File: config.mk
export PLATFORM = sky130hd
export DESIGN_NAME = ow_timing_engine
export DESIGN_NICKNAME = d
export VERILOG_FILES = /design/src/rtl/ow_pkg.sv /design/src/rtl/ow_slot_plan.sv /design/src/rtl/ow_slot_seq.sv /design/src/rtl/ow_bus_sampler.sv /design/src/rtl/ow_timing_engine.sv
export SDC_FILE = /design/constraint.sdc
export NUM_CORES = 1
export LEC_CHECK = 0
export BUFFER_PORTS_ARGS = -buffer_cell sky130_fd_sc_hd__buf_2
export CAP_MARGIN = 20
export CORE_ASPECT_RATIO = 0.6
export CORE_UTILIZATION = 46
export DETAILED_ROUTE_END_ITERATION = 8
export PLACE_DENSITY = 0.65
export SLEW_MARGIN = 20
export SYNTH_ARGS = -nofsm -noshare
export SYNTH_HDL_FRONTEND = slang
export SYNTH_HIERARCHICAL = 1
export SYNTH_SLANG_ARGS = --single-unit
File: constraint.sdc
create_clock -name clk -period 2.4 [get_ports clk]
set_input_delay 0.48 -clock clk [delete_from_list [all_inputs] [get_ports clk]]
set_output_delay 0.48 -clock clk [all_outputs]
set_load 0.02 [all_outputs]
File: src/rtl/ow_pkg.sv
`timescale 1ns/1ps
package ow_pkg;

  typedef enum logic [1:0] {
    OP_RESET = 2'b00,
    OP_WRITE = 2'b01,
    OP_READ  = 2'b10,
    OP_WRALT = 2'b11
  } ow_op_e;

  typedef struct packed {
    logic pres;
    logic shrt;
    logic rbit;
  } ow_res_t;

  // Interval lengths in nanoseconds, standard then overdrive.
  localparam int unsigned NS_RST_LOW_STD  = 600_000;
  localparam int unsigned NS_RST_LOW_OD   = 72_000;
  localparam int unsigned NS_RST_HIGH_STD = 584_000;
  localparam int unsigned NS_RST_HIGH_OD  = 74_000;
  localparam int unsigned NS_PRES_STD     = 70_000;
  localparam int unsigned NS_PRES_OD      = 7_500;
  localparam int unsigned NS_SHORT_STD    = 8_000;
  localparam int unsigned NS_SHORT_OD     = 750;
  localparam int unsigned NS_W0_LOW_STD   = 64_000;
  localparam int unsigned NS_W0_LOW_OD    = 7_500;
  localparam int unsigned NS_W0_REC_STD   = 5_300;
  localparam int unsigned NS_W0_REC_OD    = 3_000;
  localparam int unsigned NS_W1_LOW_STD   = 6_000;
  localparam int unsigned NS_W1_LOW_OD    = 1_000;
  localparam int unsigned NS_RD_SMP_STD   = 15_000;
  localparam int unsigned NS_RD_SMP_OD    = 2_000;
  localparam int unsigned NS_SLOT_STD     = 70_000;
  localparam int unsigned NS_SLOT_OD      = 10_000;

  // Nearest whole cycle count, never below one.
  function automatic int unsigned ow_cyc(input int unsigned ns, input int unsigned hz);
    logic [63:0] prod;
    prod = (64'(ns) * 64'(hz) + 64'd500_000_000) / 64'd1_000_000_000;
    if (prod == 64'd0) prod = 64'd1;
    return 32'(prod);
  endfunction

endpackage

File: src/rtl/ow_slot_plan.sv
`timescale 1ns/1ps
module ow_slot_plan
  import ow_pkg::*;
#(
  parameter int unsigned CLK_HZ      = 100_000_000,
  parameter int unsigned SYNC_STAGES = 2,
  parameter int unsigned CNT_W       = 17
) (
  input  logic [1:0]       op,
  input  logic             wbit,
  input  logic             od,
  output logic [CNT_W-1:0] low_len,
  output logic [CNT_W-1:0] last_cnt,
  output logic [CNT_W-1:0] tap_a,
  output logic [CNT_W-1:0] tap_b,
  output logic             chk_short,
  output logic             chk_pres,
  output logic             is_read
);
  localparam logic [CNT_W-1:0] SYNC_LAT = CNT_W'(SYNC_STAGES);
  localparam logic [CNT_W-1:0] ONE      = CNT_W'(1);

  logic [CNT_W-1:0] rst_low  [2];
  logic [CNT_W-1:0] rst_high [2];
  logic [CNT_W-1:0] pres_off [2];
  logic [CNT_W-1:0] short_off[2];
  logic [CNT_W-1:0] w0_low   [2];
  logic [CNT_W-1:0] w0_rec   [2];
  logic [CNT_W-1:0] w1_low   [2];
  logic [CNT_W-1:0] rd_off   [2];
  logic [CNT_W-1:0] slot_len [2];

  // One timing set per speed: index 0 standard, index 1 overdrive.
  for (genvar g = 0; g < 2; g++) begin : g_speed
    localparam bit FAST = (g == 1);
    assign rst_low[g]   = CNT_W'(ow_cyc(FAST ? NS_RST_LOW_OD  : NS_RST_LOW_STD,  CLK_HZ));
    assign rst_high[g]  = CNT_W'(ow_cyc(FAST ? NS_RST_HIGH_OD : NS_RST_HIGH_STD, CLK_HZ));
    assign pres_off[g]  = CNT_W'(ow_cyc(FAST ? NS_PRES_OD     : NS_PRES_STD,     CLK_HZ));
    assign short_off[g] = CNT_W'(ow_cyc(FAST ? NS_SHORT_OD    : NS_SHORT_STD,    CLK_HZ));
    assign w0_low[g]    = CNT_W'(ow_cyc(FAST ? NS_W0_LOW_OD   : NS_W0_LOW_STD,   CLK_HZ));
    assign w0_rec[g]    = CNT_W'(ow_cyc(FAST ? NS_W0_REC_OD   : NS_W0_REC_STD,   CLK_HZ));
    assign w1_low[g]    = CNT_W'(ow_cyc(FAST ? NS_W1_LOW_OD   : NS_W1_LOW_STD,   CLK_HZ));
    assign rd_off[g]    = CNT_W'(ow_cyc(FAST ? NS_RD_SMP_OD   : NS_RD_SMP_STD,   CLK_HZ));
    assign slot_len[g]  = CNT_W'(ow_cyc(FAST ? NS_SLOT_OD     : NS_SLOT_STD,     CLK_HZ));
  end

  // Sample taps are pushed later by the synchronizer latency so that the
  // captured level is the one present on the pin at the nominal instant.
  always_comb begin
    low_len   = w1_low[od];
    last_cnt  = slot_len[od] - ONE;
    tap_a     = '0;
    tap_b     = '0;
    chk_short = 1'b0;
    chk_pres  = 1'b0;
    is_read   = 1'b0;
    unique case (ow_op_e'(op))
      OP_RESET: begin
        low_len   = rst_low[od];
        last_cnt  = rst_low[od] + rst_high[od] - ONE;
        tap_a     = rst_low[od] + short_off[od] + SYNC_LAT;
        tap_b     = rst_low[od] + pres_off[od] + SYNC_LAT;
        chk_short = 1'b1;
        chk_pres  = 1'b1;
      end
      OP_READ: begin
        tap_a   = rd_off[od] + SYNC_LAT;
        is_read = 1'b1;
      end
      OP_WRITE, OP_WRALT: begin
        if (!wbit) begin
          low_len  = w0_low[od];
          last_cnt = w0_low[od] + w0_rec[od] - ONE;
        end
      end
    endcase
  end
endmodule

File: src/rtl/ow_slot_seq.sv
`timescale 1ns/1ps
module ow_slot_seq #(
  parameter int unsigned CNT_W = 17
) (
  input  logic             clk,
  input  logic             rst_n,
  input  logic             start,
  input  logic [CNT_W-1:0] low_len,
  input  logic [CNT_W-1:0] last_cnt,
  output logic             busy,
  output logic [CNT_W-1:0] cnt,
  output logic             drive_low,
  output logic             finish,
  output logic             done
);
  logic [CNT_W-1:0] low_q;
  logic [CNT_W-1:0] last_q;

  assign finish    = busy && (cnt == last_q);
  assign drive_low = busy && (cnt < low_q);

  always_ff @(posedge clk or negedge rst_n) begin
    if (!rst_n) begin
      busy   <= 1'b0;
      cnt    <= '0;
      low_q  <= '0;
      last_q <= '0;
      done   <= 1'b0;
    end else begin
      done <= finish;
      if (start) begin
        busy   <= 1'b1;
        cnt    <= '0;
        low_q  <= low_len;
        last_q <= last_cnt;
      end else if (finish) begin
        busy <= 1'b0;
      end else if (busy) begin
        cnt <= cnt + CNT_W'(1);
      end
    end
  end
endmodule

File: src/rtl/ow_bus_sampler.sv
`timescale 1ns/1ps
module ow_bus_sampler
  import ow_pkg::*;
#(
  parameter int unsigned CNT_W       = 17,
  parameter int unsigned SYNC_STAGES = 2
) (
  input  logic             clk,
  input  logic             rst_n,
  input  logic             bus_in,
  input  logic             start,
  input  logic             busy,
  input  logic [CNT_W-1:0] cnt,
  input  logic             finish,
  input  logic [CNT_W-1:0] tap_a,
  input  logic [CNT_W-1:0] tap_b,
  input  logic             chk_short,
  input  logic             chk_pres,
  input  logic             is_read,
  output ow_res_t          res
);
  logic sync_q [SYNC_STAGES];
  logic bus_s;

  for (genvar s = 0; s < SYNC_STAGES; s++) begin : g_sync
    if (s == 0) begin : g_first
      always_ff @(posedge clk or negedge rst_n) begin
        if (!rst_n) sync_q[0] <= 1'b1;
        else        sync_q[0] <= bus_in;
      end
    end else begin : g_next
      always_ff @(posedge clk or negedge rst_n) begin
        if (!rst_n) sync_q[s] <= 1'b1;
        else        sync_q[s] <= sync_q[s-1];
      end
    end
  end
  assign bus_s = sync_q[SYNC_STAGES-1];

  logic [CNT_W-1:0] tap_a_q, tap_b_q;
  logic             short_en, pres_en, read_en;
  ow_res_t          cap;

  always_ff @(posedge clk or negedge rst_n) begin
    if (!rst_n) begin
      tap_a_q  <= '0;
      tap_b_q  <= '0;
      short_en <= 1'b0;
      pres_en  <= 1'b0;
      read_en  <= 1'b0;
      cap      <= '0;
      res      <= '0;
    end else begin
      if (start) begin
        tap_a_q  <= tap_a;
        tap_b_q  <= tap_b;
        short_en <= chk_short;
        pres_en  <= chk_pres;
        read_en  <= is_read;
        cap      <= '0;
      end else if (busy) begin
        if (cnt == tap_a_q) begin
          if (short_en) cap.shrt <= !bus_s;
          if (read_en)  cap.rbit <= bus_s;
        end
        if (pres_en && cnt == tap_b_q) cap.pres <= !bus_s;
      end
      if (finish) res <= cap;
    end
  end
endmodule

File: src/rtl/ow_timing_engine.sv
`timescale 1ns/1ps
module ow_timing_engine
  import ow_pkg::*;
#(
  parameter int unsigned CLK_HZ      = 100_000_000,
  parameter int unsigned SYNC_STAGES = 2
) (
  input  logic       clk,
  input  logic       rst_n,
  input  logic       speed_od,
  input  logic       cmd_valid,
  output logic       cmd_ready,
  input  logic [1:0] cmd_op,
  input  logic       cmd_bit,
  input  logic       bus_in,
  output logic       ow_drive_low,
  output logic       done,
  output logic       presence,
  output logic       short_det,
  output logic       rd_bit
);
  localparam int unsigned LONGEST = ow_cyc(NS_RST_LOW_STD, CLK_HZ)
                                  + ow_cyc(NS_RST_HIGH_STD, CLK_HZ) + SYNC_STAGES + 4;
  localparam int unsigned CNT_W   = $clog2(LONGEST);

  logic [CNT_W-1:0] p_low, p_last, p_tap_a, p_tap_b;
  logic             p_short, p_pres, p_read;
  logic             busy, finish, accept;
  logic [CNT_W-1:0] cnt;
  ow_res_t          res;

  assign cmd_ready = !busy;
  assign accept    = cmd_valid && cmd_ready;

  ow_slot_plan #(
    .CLK_HZ(CLK_HZ), .SYNC_STAGES(SYNC_STAGES), .CNT_W(CNT_W)
  ) u_plan (
    .op(cmd_op), .wbit(cmd_bit), .od(speed_od),
    .low_len(p_low), .last_cnt(p_last), .tap_a(p_tap_a), .tap_b(p_tap_b),
    .chk_short(p_short), .chk_pres(p_pres), .is_read(p_read)
  );

  ow_slot_seq #(.CNT_W(CNT_W)) u_seq (
    .clk(clk), .rst_n(rst_n), .start(accept),
    .low_len(p_low), .last_cnt(p_last),
    .busy(busy), .cnt(cnt), .drive_low(ow_drive_low),
    .finish(finish), .done(done)
  );

  ow_bus_sampler #(.CNT_W(CNT_W), .SYNC_STAGES(SYNC_STAGES)) u_smp (
    .clk(clk), .rst_n(rst_n), .bus_in(bus_in),
    .start(accept), .busy(busy), .cnt(cnt), .finish(finish),
    .tap_a(p_tap_a), .tap_b(p_tap_b),
    .chk_short(p_short), .chk_pres(p_pres), .is_read(p_read),
    .res(res)
  );

  assign presence  = res.pres;
  assign short_det = res.shrt;
  assign rd_bit    = res.rbit;
endmodule

After elaboration in Yosys (flattened, before gate mapping)
Index checks and enable logic that the tools add are counted.
{ "classes": {"div_mod_pow": 0, "n_eq_ne": 7, "n_addsub": 11, "n_shift": 0, "magnitude_cmp": 2, "n_mux": 46, "reduce_logical": 18, "n_mul": 0, "bitwise_logic": 1} }
{ "ops": {"columns": ["operator", "count"], "rows": [
  ["$mux W17", 24],
  ["$pmux W17 S2", 3],
  ["$add A17 B17 Y17", 4],
  ["$add A17 B2 Y17 const B", 3],
  ["$eq A17 B17 Y1", 3],
  ["$sub A17 B1 Y17 const B", 3],
  ["$mux W13", 3],
  ["$mux W16", 2],
  ["$mux W10", 3],
  ["$add A17 B1 Y17 const B", 1],
  ["$lt A17 B17 Y1", 1],
  ["$reduce_bool A2 Y1", 6],
  ["$mux W11", 1],
  ["$mux W1", 7],
  ["$mux W3", 2],
  ["$reduce_and A3 Y1", 2],
  ["$eq A2 B2 Y1 const B", 2],
  ["$logic_and A1 B1 Y1", 4],
  ["$reduce_and A2 Y1", 2],
  ["$eq A2 B1 Y1 const B", 1],
  ["$ge A2 B2 Y1 const B", 1],
  ["$logic_not A1 Y1", 2],
  ["$logic_not A2 Y1", 1],
  ["$mux W2", 1],
  ["other kinds (3)", 3]
]} }
{ "word_totals": {"wordCells": 102, "ram_bits": 0, "mem_count": 0, "ff_bits": 97, "out_inout_bits": 6, "rom_bits": 0, "latchBits": 0} }

Depth between registers and ports, before layout
{ "logic_depth": {"word_depth": 8, "depth_mapped": 8} }

Hierarchy
The synthesis kept the hierarchy.
{ "modules_own_cells": {"columns": ["mod", "cells_per_inst", "area_each_um2", "n_inst", "seq_area_each_um2"], "rows": [
  ["ow_slot_seq", 267, 2842.7, 1, 1326.3],
  ["ow_bus_sampler", 148, 2052.0, 1, 1128.6],
  ["ow_slot_plan", 92, 676.9, 1, 0.0],
  ["ow_timing_engine", 2, 10.0, 1, 0.0]
]} }

Worst setup path after synthesis
OpenSTA, ideal clock, no wires.
{ "synth_path": {"path_kind": "reg2reg", "startpoint": "register u_seq.cnt[9]", "endpoint": "register u_smp/res[0] (netlist name)", "setup_time_ps": 125, "arrival_ps": 2046, "stages_incl_launch_ff": 8, "n_path_buf": 1, "setup_slack_ps": 230, "cell_sequence": "dfrtp_1 xor2_1 nor4_2 nand4_4 nor2_8 buf_8 and2_1 mux2_2"} }
{ "synth_between": {"elab_chain_len": 2} }
{ "synth_lines": {"columns": ["item", "line_no", "text"], "rows": [
  ["from (decl)", "ow_slot_seq.sv:11", "output logic [CNT_W-1:0] cnt,"],
  ["from (signal assigned)", "ow_slot_seq.sv:39", "cnt <= cnt + CNT_W'(1);"],
  ["$eq A17 B17 Y1", "ow_slot_seq.sv:19", "assign finish = busy && (cnt == last_q);"],
  ["$logic_and A1 B1 Y1", "ow_slot_seq.sv:19", null],
  ["net finish", "ow_timing_engine.sv:28", "logic busy, finish, accept;"]
]} }
The timed path passes the listed nets, and every way through them passes these cells.
A chain may end at the register's enable or synchronous reset.

Worst setup path in the final report
{ "layout_path": {"startpoint": "register u_seq.cnt[1]", "endpoint": "output ow_drive_low"} }
{ "layout_between": {"elab_chain_len": 2} }
{ "layout_lines": {"columns": ["item", "line_no", "text"], "rows": [
  ["$lt A17 B17 Y1", "ow_slot_seq.sv:20", "assign drive_low = busy && (cnt < low_q);"],
  ["$logic_and A1 B1 Y1", "ow_slot_seq.sv:20", null],
  ["to (decl)", "ow_timing_engine.sv:16", "output logic ow_drive_low,"]
]} }
No other way between the ends.

==> metrics.log <==
[metrics] share of the clock period used by the worst path after layout: 1.02
[metrics] routed wire length: 12,600 um
[metrics] Data arrival, critical path: 1.96 ns
[metrics] type of element capturing the critical path: primary output
[metrics] TritonCTS Buffers: 9
[metrics] Residual DRC: 0
[metrics] Worst Reg-to-Reg Cells: 7
[metrics] cell type contributing the most total cell area after synthesis: sky130_fd_sc_hd__dfrtp_1
[metrics] Remaining Overflow, GRT: 0
[metrics] relative contribution of combinational cells to total power: 0.268
[metrics] max-slew violation total from the final report: 0
[metrics] fraction of the yosys area taken by sequential cells: 0.440
[metrics] most numerous cell types in the synthesized netlist: 96 x sky130_fd_sc_hd__dfrtp_1, 58 x sky130_fd_sc_hd__mux2_2, 47 x sky130_fd_sc_hd__xor2_1
[metrics] number of flops mapped to enable cells by yosys: 0
[metrics] violated checks: setup timing
[metrics] total routing resource utilization after global routing: 0.222
[metrics] number of max-cap violations: 0
[metrics] fraction of post-synthesis cell area in the top cell type by area: 0.430
[metrics] post-route insts no fill: 684
[metrics] vias in the first global route: 3,639
[metrics] kind of path behind the tightest hold check: input pin to async pin
[metrics] DRC marker count from the first detailed-route iteration: 298
[metrics] core box area: 11,600 um2
[metrics] share of final-layout standard cells stronger than drive strength 1: 0.300
[metrics] count of vias placed by the detailed router: 3,718
[metrics] most used flip-flop cell after synthesis: sky130_fd_sc_hd__dfrtp_1
[metrics] max_slew headroom: 0.619
[metrics] maximum number of pins on one net before global-route repair: 59
[metrics] clock latency on the worst-skew pair: 0.34 ns
[metrics] Hold Fails Final Rpt: 0
[metrics] post-placement cell count: 663
[metrics] worst setup slack after layout: -0.0421 ns
[metrics] Final Setup Violations: 1
[metrics] effective utilization at floorplan: 0.483
[metrics] net count of the finished layout: 551
[metrics] Vias per Instance: 5.44
[metrics] die area: 12,600 um2
[metrics] post-detail-place hpwl: 9020 um
[metrics] Max Fclk: 409 MHz
[metrics] CTS Buffer Depth: 2
[metrics] Netlist cell types: 58
[metrics] leading cell type by number of instances after synthesis: sky130_fd_sc_hd__dfrtp_1
[metrics] number of fill cells: 1,024
[metrics] result of the run: complete, but fails checks
[metrics] area of the multi-input gates: 2710 um2
[metrics] Post-Synthesis Mean Instance Area: 11.0 um2
[metrics] total I/O pin count: 14
[metrics] Final Critical Period: 2.44 ns
[metrics] RD Place Congestion: 0.831
[metrics] power per cell area: 797 nW/um2
[metrics] Post-Route Skew: 0.00614 ns
[metrics] cell types with the largest area share after synthesis: sky130_fd_sc_hd__dfrtp_1 43%, sky130_fd_sc_hd__mux2_2 12%, sky130_fd_sc_hd__xor2_1 7.4%, sky130_fd_sc_hd__buf_4 5.5%, sky130_fd_sc_hd__ha_1 5.4%
[metrics] cell count after synthesis: 509
[metrics] Crit Path Category: register to primary output
[metrics] synth-to-layout area growth: 10.8%
[metrics] wire length of the first global-routing pass: 20,400 um
[metrics] measured slew at the worst slew-check pin: 0.566 ns
[metrics] number of H-tree branching levels: 3
[metrics] Seq pwr share: 0.391
[metrics] Core Rows: 30
[metrics] First-pass DRT Iterations: 6
[metrics] Data required, critical path: 1.92 ns
[metrics] antenna cell count: 0
[metrics] die span in y: 87.3 um
[metrics] static leakage: 2.94 nW
[metrics] Max rail drop VDD: 0.415 mV
[metrics] share of flip-flops with an asynchronous set or reset after synthesis: 1.00
[metrics] average routed wire per standard cell: 18.5 um
[metrics] switching power share of the total: 0.310
[metrics] Yosys warning count: 6
[metrics] number of I/O port buffers: 13
[metrics] Setup crit start kind: register
[metrics] Mapped Area: 5580 um2
[metrics] total negative slack for setup checks: -0.0421 ns
[metrics] count of antenna-violating nets left after detailed routing: 0
[metrics] Die Wd: 144 um
[metrics] count of clock tree sinks: 98
[metrics] setup repair after global routing missed its margin: yes
[metrics] area occupied by registers: 2450 um2
[metrics] share of total power in the clock network: 0.341
[metrics] Clk Tree Root Cell: sky130_fd_sc_hd__clkbuf_16
[metrics] switching power summed over all nets: 1.53 mW
[metrics] critical path peak fanout: 2
[metrics] antenna violations before repair: 0
[metrics] clk slew on worst S/H paths: 0.07 ns
[metrics] clock tree from TritonCTS: built
[metrics] Internal Dissipation: 3.40 mW
[metrics] post-layout utilization of the core: 0.535
[metrics] flops & latches, synth: 98
## cell usage in the layout (no fill, tap or decap), types with 4 or more instances in the layout
master                      count
sky130_fd_sc_hd__a21o_1         6
sky130_fd_sc_hd__o21ai_1        6
sky130_fd_sc_hd__nor2b_1        4
sky130_fd_sc_hd__conb_1        11
sky130_fd_sc_hd__nand3_1        6
sky130_fd_sc_hd__ha_1          21
sky130_fd_sc_hd__nand2_1       24
sky130_fd_sc_hd__xor2_1        47
sky130_fd_sc_hd__nand4_1       11
sky130_fd_sc_hd__mux2_2        58
sky130_fd_sc_hd__o211ai_1       4
sky130_fd_sc_hd__buf_2         11
sky130_fd_sc_hd__and2_1         4
sky130_fd_sc_hd__and3_1         4
sky130_fd_sc_hd__xnor2_1       10
sky130_fd_sc_hd__or3_2          4
sky130_fd_sc_hd__a21oi_1       18
sky130_fd_sc_hd__dfrtp_1       96
sky130_fd_sc_hd__inv_1         26
sky130_fd_sc_hd__clkbuf_16      9
sky130_fd_sc_hd__buf_4         34
sky130_fd_sc_hd__o21ai_0       22
sky130_fd_sc_hd__nor2_1        20
sky130_fd_sc_hd__nor4_1         6
sky130_fd_sc_hd__a21oi_2        4
sky130_fd_sc_hd__or4_1          4
## per-stage QoR
step	hold slack, ns	setup WS [ns]	power, mW	instance area [um2]
final	0.0941	-0.0421	4.93	6180
after global routing	0.133	-0.103	5.17	6180
after global placement	0.346	0.207	3.09	5750
after floorplan	0.184	0.230	2.70	5620
after detailed placement	0.348	0.184	3.12	5750
after CTS	0.116	-0.0469	4.87	6130
## flip-flops by register name (all words and copies together), names as in the netlist, 3 cells and up
name / flops
u_smp/cap: 3
u_seq/low_q: 17
u_smp/tap_a_q: 17
u_smp/res: 3
u_seq/last_q: 17
u_smp/tap_b_q: 17
u_seq/cnt: 17
## layout make-up
cell class                 instances  share of cell area
timing repair buffer              48              0.0599
sequential                        98               0.397
tap                              160              0.0324
multi-input combinational        334               0.437
inverter                          28              0.0170
clock inverter                     7              0.0198
clock buffer                       9              0.0364
## cell families (layout without fill, tap and decap cells)
kind of cell	after synthesis	in the layout	synth area share
xor+xnor	57	57	0.0894
compound gates	74	74	0.0838
other cells	2	11	0.00135
fa+ha+maj	24	24	0.0538
mux	60	60	0.121
flops	98	98	0.440
buf+inv	86	92	0.0917
simple gates	108	108	0.119
## per-layer routing
layer | vias to the layer above | global-route usage | routed length [um]
li1 | 1723 | - | -
met1 | 1880 | 0.349 | 6470
met2 | 105 | 0.304 | 5180
met3 | 10 | 0.0478 | 875
met4 | 0 | 0.0507 | 110
met5 | - | 0 | 0
## worst max-delay path: stages (launching register included)
cell                      delay (ns)
sky130_fd_sc_hd__dfrtp_1        0.40
sky130_fd_sc_hd__ha_1           0.29
sky130_fd_sc_hd__a21o_1         0.18
sky130_fd_sc_hd__a21oi_2        0.13
sky130_fd_sc_hd__o311a_1        0.22
sky130_fd_sc_hd__o21ai_1        0.07
sky130_fd_sc_hd__a31oi_1        0.16
sky130_fd_sc_hd__buf_4          0.16
## worst paths after layout
kind                              endpoint  slack (ns)            start
max in group asynchronous  u_smp/sync_q[1]        1.60            rst_n
min reg2reg                    u_smp/bus_s        0.36  u_smp/sync_q[1]
max                           ow_drive_low       -0.04     u_seq/cnt[1]
min                        u_seq/low_q[11]        0.09            rst_n
max reg2reg                   u_smp/res[1]        0.22     u_seq/cnt[8]
min in group clk           u_smp/sync_q[1]        0.23           bus_in
## power groups by stage
stage,Combinational (mW),Sequential (mW),Clock [mW]
finish,1.32,1.92,1.68
detailed placement,1.16,1.96,0
global placement,1.14,1.95,0
CTS,1.23,1.92,1.72
global route,1.44,1.94,1.79
floorplan,0.699,2.00,0
## repair_timing
| action | 4_1_cts | 5_1_grt |
|---|---|---|
| endpoints found under the setup margin | 1 | 1 |
| pin swaps | 3 | 4 |
| setup buffers | 2 | 3 |
| resized for setup | 5 | 6 |
| hold buffers | 0 | 0 |
| endpoints found under the hold margin | 0 | 0 |
(Power assumes the default switching activity.)
